<file path="src/rtl/frame_rx_pkg.sv">
package frame_rx_pkg;

  typedef enum logic [1:0] {
    KIND_RUN = 2'd0,
    KIND_CFG = 2'd1,
    KIND_BAD = 2'd2
  } frame_kind_e;

  localparam logic [2:0] HDR_CFG = 3'b111;
  localparam logic [2:0] HDR_RUN = 3'b000;

  function automatic frame_kind_e decode_kind(input logic [7:0] first_byte);
    frame_kind_e k;
    if (first_byte[4])
      k = KIND_BAD;
    else if (first_byte[7:5] == HDR_CFG)
      k = KIND_CFG;
    else if (first_byte[7:5] == HDR_RUN)
      k = KIND_RUN;
    else
      k = KIND_BAD;
    return k;
  endfunction

endpackage

</file>
<file path="src/rtl/frame_rx_sync.sv">
module frame_rx_sync #(
  parameter int W      = 3,
  parameter int STAGES = 2
) (
  input  logic         clk,
  input  logic         rst_n,
  input  logic [W-1:0] async_in,
  output logic [W-1:0] lvl,
  output logic [W-1:0] rise,
  output logic [W-1:0] fall
);

  logic [W-1:0] chain [STAGES];
  logic [W-1:0] prev;

  genvar s;
  generate
    for (s = 0; s < STAGES; s++) begin : g_stage
      if (s == 0) begin : g_first
        always_ff @(posedge clk) begin
          if (!rst_n) chain[s] <= '0;
          else        chain[s] <= async_in;
        end
      end else begin : g_next
        always_ff @(posedge clk) begin
          if (!rst_n) chain[s] <= '0;
          else        chain[s] <= chain[s-1];
        end
      end
    end
  endgenerate

  always_ff @(posedge clk) begin
    if (!rst_n) prev <= '0;
    else        prev <= chain[STAGES-1];
  end

  assign lvl  = chain[STAGES-1];
  assign rise = chain[STAGES-1] & ~prev;
  assign fall = ~chain[STAGES-1] & prev;

endmodule

</file>
<file path="src/rtl/frame_rx_shifter.sv">
module frame_rx_shifter #(
  parameter int FRAME_BITS = 64,
  parameter int CNT_W      = 7
) (
  input  logic                  clk,
  input  logic                  rst_n,
  input  logic                  win_open,
  input  logic                  win_start,
  input  logic                  bit_strobe,
  input  logic                  bit_val,
  output logic [FRAME_BITS-1:0] frame,
  output logic [CNT_W-1:0]      bit_cnt
);

  localparam logic [CNT_W-1:0] CNT_MAX = CNT_W'(FRAME_BITS + 1);

  always_ff @(posedge clk) begin
    if (!rst_n) begin
      frame   <= '0;
      bit_cnt <= '0;
    end else if (win_start) begin
      frame   <= '0;
      bit_cnt <= '0;
    end else if (win_open && bit_strobe) begin
      frame <= {bit_val, frame[FRAME_BITS-1:1]};
      if (bit_cnt != CNT_MAX) bit_cnt <= bit_cnt + 1'b1;
    end
  end

endmodule

</file>
<file path="src/rtl/frame_rx_commit.sv">
module frame_rx_commit
  import frame_rx_pkg::*;
#(
  parameter int FRAME_BYTES = 8,
  parameter int FRAME_BITS  = 64,
  parameter int CNT_W       = 7,
  parameter int FIELD_W     = 48,
  parameter int STEP_W      = 6,
  parameter int A_BYTE      = 1,
  parameter int B_BYTE      = 4
) (
  input  logic                  clk,
  input  logic                  rst_n,
  input  logic                  win_start,
  input  logic                  win_end,
  input  logic [FRAME_BITS-1:0] frame,
  input  logic [CNT_W-1:0]      bit_cnt,
  input  logic                  frm_ready,
  output logic                  frm_valid,
  output logic                  frm_is_cfg,
  output logic [FIELD_W-1:0]    frm_data,
  output logic [FIELD_W-1:0]    cfg_fields,
  output logic [FIELD_W-1:0]    run_fields,
  output logic [3:0]            exp_out,
  output logic                  frame_ok,
  output logic                  csum_ok,
  output logic                  step_a,
  output logic                  step_b
);

  logic [7:0]  byte_sum;
  frame_kind_e kind;
  logic        len_ok, hdr_ok, sum_ok, slot_free, do_commit, is_run;
  logic        a_nz, b_nz;

  always_comb begin
    byte_sum = 8'h00;
    for (int i = 0; i < FRAME_BYTES; i++)
      byte_sum = byte_sum + frame[i*8 +: 8];
  end

  assign kind      = decode_kind(frame[7:0]);
  assign len_ok    = (bit_cnt == CNT_W'(FRAME_BITS));
  assign hdr_ok    = (kind != KIND_BAD);
  assign sum_ok    = len_ok && (byte_sum == 8'h00);
  assign slot_free = !frm_valid || frm_ready;
  assign do_commit = win_end && len_ok && hdr_ok && sum_ok && slot_free;
  assign is_run    = (kind == KIND_RUN);
  assign a_nz      = |frame[A_BYTE*8 +: STEP_W];
  assign b_nz      = |frame[B_BYTE*8 +: STEP_W];

  always_ff @(posedge clk) begin
    if (!rst_n) begin
      frm_valid  <= 1'b0;
      frm_is_cfg <= 1'b0;
      frm_data   <= '0;
      cfg_fields <= '0;
      run_fields <= '0;
      exp_out    <= 4'h0;
      frame_ok   <= 1'b0;
      csum_ok    <= 1'b0;
      step_a     <= 1'b0;
      step_b     <= 1'b0;
    end else begin
      if (frm_valid && frm_ready) frm_valid <= 1'b0;
      if (win_start) begin
        step_a <= 1'b0;
        step_b <= 1'b0;
      end
      if (win_end) begin
        frame_ok <= len_ok && hdr_ok;
        csum_ok  <= sum_ok;
        step_a   <= do_commit && is_run && a_nz;
        step_b   <= do_commit && is_run && b_nz;
      end
      if (do_commit) begin
        frm_valid  <= 1'b1;
        frm_is_cfg <= !is_run;
        frm_data   <= frame[8 +: FIELD_W];
        exp_out    <= frame[3:0];
        if (is_run) run_fields <= frame[8 +: FIELD_W];
        else        cfg_fields <= frame[8 +: FIELD_W];
      end
    end
  end

endmodule

</file>
<file path="src/rtl/cmd_frame_rx.sv">
module cmd_frame_rx #(
  parameter int FRAME_BYTES = 8,
  parameter int SYNC_STAGES = 2,
  parameter int STEP_W      = 6,
  parameter int A_BYTE      = 1,
  parameter int B_BYTE      = 4,
  localparam int FRAME_BITS = FRAME_BYTES * 8,
  localparam int FIELD_W    = (FRAME_BYTES - 2) * 8,
  localparam int CNT_W      = $clog2(FRAME_BITS + 2)
) (
  input  logic               clk,
  input  logic               rst_n,
  input  logic               ser_clk,
  input  logic               ser_data,
  input  logic               ser_latch,
  input  logic               frm_ready,
  output logic               frm_valid,
  output logic               frm_is_cfg,
  output logic [FIELD_W-1:0] frm_data,
  output logic [FIELD_W-1:0] cfg_fields,
  output logic [FIELD_W-1:0] run_fields,
  output logic [3:0]         exp_out,
  output logic               frame_ok,
  output logic               csum_ok,
  output logic               step_a,
  output logic               step_b
);

  logic [2:0]            pin_lvl, pin_rise, pin_fall;
  logic                  lat_rise, lat_fall, sclk_rise;
  logic [FRAME_BITS-1:0] frame;
  logic [CNT_W-1:0]      bit_cnt;
  logic [2:0]            unused_edges;

  frame_rx_sync #(.W(3), .STAGES(SYNC_STAGES)) u_sync (
    .clk      (clk),
    .rst_n    (rst_n),
    .async_in ({ser_latch, ser_data, ser_clk}),
    .lvl      (pin_lvl),
    .rise     (pin_rise),
    .fall     (pin_fall)
  );

  assign sclk_rise    = pin_rise[0];
  assign lat_rise     = pin_rise[2];
  assign lat_fall     = pin_fall[2];
  assign unused_edges = {pin_fall[1:0], pin_rise[1]};

  frame_rx_shifter #(.FRAME_BITS(FRAME_BITS), .CNT_W(CNT_W)) u_shift (
    .clk        (clk),
    .rst_n      (rst_n),
    .win_open   (pin_lvl[2]),
    .win_start  (lat_rise),
    .bit_strobe (sclk_rise),
    .bit_val    (pin_lvl[1]),
    .frame      (frame),
    .bit_cnt    (bit_cnt)
  );

  frame_rx_commit #(
    .FRAME_BYTES (FRAME_BYTES),
    .FRAME_BITS  (FRAME_BITS),
    .CNT_W       (CNT_W),
    .FIELD_W     (FIELD_W),
    .STEP_W      (STEP_W),
    .A_BYTE      (A_BYTE),
    .B_BYTE      (B_BYTE)
  ) u_commit (
    .clk        (clk),
    .rst_n      (rst_n),
    .win_start  (lat_rise),
    .win_end    (lat_fall),
    .frame      (frame),
    .bit_cnt    (bit_cnt),
    .frm_ready  (frm_ready),
    .frm_valid  (frm_valid),
    .frm_is_cfg (frm_is_cfg),
    .frm_data   (frm_data),
    .cfg_fields (cfg_fields),
    .run_fields (run_fields),
    .exp_out    (exp_out),
    .frame_ok   (frame_ok),
    .csum_ok    (csum_ok),
    .step_a     (step_a),
    .step_b     (step_b)
  );

endmodule

</file>
<file path="config.mk">
export PLATFORM = sky130hd
export DESIGN_NAME = cmd_frame_rx
export DESIGN_NICKNAME = d
export VERILOG_FILES = /design/src/rtl/frame_rx_pkg.sv /design/src/rtl/frame_rx_sync.sv /design/src/rtl/frame_rx_shifter.sv /design/src/rtl/frame_rx_commit.sv /design/src/rtl/cmd_frame_rx.sv
export SDC_FILE = /design/constraint.sdc
export NUM_CORES = 1
export LEC_CHECK = 0
export ABC_AREA = 1
export CORE_ASPECT_RATIO = 1.25
export CORE_MARGIN = 8
export CORE_UTILIZATION = 40
export DETAILED_ROUTE_END_ITERATION = 10
export GPL_TIMING_DRIVEN = 0
export PLACE_DENSITY_LB_ADDON = 0.3
export SKIP_LAST_GASP = 1
export SLEW_MARGIN = 5
export SYNTH_ARGS = -nofsm -noshare
export SYNTH_HDL_FRONTEND = slang
export SYNTH_HIERARCHICAL = 1
export SYNTH_SLANG_ARGS = --single-unit
</file>
<file path="constraint.sdc">
create_clock -name clk -period 6.2 [get_ports clk]
set_clock_uncertainty 0.1 [all_clocks]
set_input_delay 0.62 -clock clk [delete_from_list [all_inputs] [get_ports clk]]
set_output_delay 0.62 -clock clk [all_outputs]
set_load 0.1 [all_outputs]
</file>
==> metrics <==
status finished, final reports clean; PwrDens 222 mW/mm2; Mapped Nets 1622; required time of the critical path 6510 ps; first-pass GRT wire length 51400 um; slowest stage cell, crit path fa_1; Syn Std Cell Area 0.0111 mm2; drt pass-1 iters 5; M2 GR Usage 33.8%; Syn Inst Count 1567; CP most frequent cell fa_1; Setup violations, final 0; max_slew headroom 27.6%; Setup Buffers After CTS 0; routed via count 9983; most frequent cells in the layout nor2_1 (364), inv_1 (301), nand2_1 (259), dfxtp_1 (233), clkdlybuf4s50_1 (159); area delta synth->final 25.4%; final total power 3.09 mW; largest net degree at the start of global routing 14; hold wc startpoint u_sync/chain[0][1]; Buf/Inv on CP 6; Final Max Slew Viols 0; Remaining Overflow, GRT 0; worst vdd ir 0.182 mV; Period minus WS final 5780 ps; total track usage 19.2%; syn avg cell area 7.07 um2; hold_buf cts 0; R2R Path Start u_shift/frame[34]; fin crit share 93.3%; I/O Pins 160; detailed-route wire length 32000 um; share of cells above drive strength 1 5.71%; core area 0.0275 mm2; Max Cap Violations 0; # diodes 0; antenna violations before repair 0; CP delay by family, top adder cells; drt wl/cell 15.1 um; die width 165 um; Worst Path Max Fanout 10; DPL Wire Length 24200 um; H-tree Lvls 1; startpoint types flip-flop; NumNets Final 1807; met3 usage 3.54%; CP Class reg2reg; Initial Utilization 40.3%; Worst-path clk slew 60 ps; I/O Buffers 159; number of global-route vias before repair 9813; Post-route DRC 0; initial drt markers 720; commonest non-fill, non-tap cell in the layout nor2_1; unrepaired setup endpoints after global routing false; measured slew at the worst slew-check pin 1080 ps; final hold slack 314 ps; Root Buffer clkbuf_16; Hold WC Path Type reg2reg; Crit. Startpoint u_shift/frame[34]; post-cts sizing count 0; critical path capture point type flip-flop; vias per cell 4.71; Final Hold Fails 0; clock buffer depth 3; TritonCTS buffer count 24; CP peak stage delay 530 ps; worst-path cell chain fa_1 > inv_1 > fa_1 > fa_1 > fa_1 > inv_1 > ha_1 > inv_1 > fa_1 > inv_1 > nor4_1 > nand3_1 > nor3_1 > nand3_2 > nor3_4 > inv_2 > buf_2 > nor2_1 > nor2_1; die area 0.0333 mm2; endpoint arrival time on the critical path 6100 ps; met1 Resource Use GR 22.9%; global placement routability congestion 0.906; CTS Sinks 233; CTS tree done; TNS Setup 0 ps; number of core rows 68; clock insertion delay at the later pin of the skew report 540 ps; Yosys Warn Count 6; Leak 6.06 nW; achievable frequency 173 MHz; Die Ht 202 um; Post-DRT Antenna Nets 0; global route hottest layer met2
## path summary, 6_finish.rpt
path / slack (ps) / to / cells past startpoint
max reg2reg: 420 / u_commit/exp_out[0] / 19
max: 420 / u_commit/exp_out[0] / 19
min reg2reg: 310 / u_sync/chain[1][1] / 2
min: 310 / u_sync/chain[1][1] / 2
## power breakdown
part / internal (mW) / switching, mW / total (mW)
Clock: 0.839 / 0.609 / 1.45
Combinational: 0.0412 / 0.0855 / 0.127
Sequential: 1.50 / 0.00818 / 1.51
## registers in the layout (all words and copies together), names as in the netlist
register             cells
u_shift/bit_cnt          7
u_commit/step_a          1
u_commit/step_b          1
u_sync/chain             6
u_commit/run_fields     48
u_shift/frame           64
u_commit/frm_valid       1
u_sync/prev              2
u_commit/frm_is_cfg      1
u_commit/csum_ok         1
u_commit/frame_ok        1
u_commit/cfg_fields     48
u_commit/exp_out         4
u_commit/frm_data       48
## layout make-up
type / count / area, um2
Clock buffer: 36 / 716
Tap cell: 350 / 438
Multi-Input combinational cell: 938 / 4830
Buffer: 90 / 445
Fill cell: 2714 / 13600
Inverter: 306 / 1150
Timing Repair Buffer: 159 / 1590
Sequential cell: 233 / 4660
Clock inverter: 7 / 73.8
## through the flow
| step | instances | setup WS, ps | instance area, um2 | util [%] |
|---|---|---|---|---|
| 5_1_grt | 2119 | 21.1 | 13900 | 50.6 |
| 6_report | 2119 | 416 | 13900 | 50.6 |
| 2_1_floorplan | 1567 | 1420 | 11100 | - |
| 3_3_place_gp | 2076 | 454 | 13100 | 47.7 |
| 4_1_cts | 2119 | 395 | 13900 | 50.6 |
| 3_5_place_dp | 2076 | 445 | 13100 | 47.7 |
## per-layer routing
metal | routed length [um] | vias up
met2 | 15700 | 287
met1 | 13100 | 4563
met5 | 0 | -
met3 | 2250 | 52
li1 | - | 5081
met4 | 867 | 0
## worst register-to-register path, stage by stage (launching register included)
cell and delay, ps:
dfxtp_1 480, fa_1 470, inv_1 100, fa_1 480, fa_1 530, fa_1 470, inv_1 60, ha_1 190
inv_1 60, fa_1 470, inv_1 40, nor4_1 280, nand3_1 130, nor3_1 400, nand3_2 210, nor3_4 500
inv_2 250, buf_2 260, nor2_1 130, nor2_1 60
(Power assumes the default switching activity.)
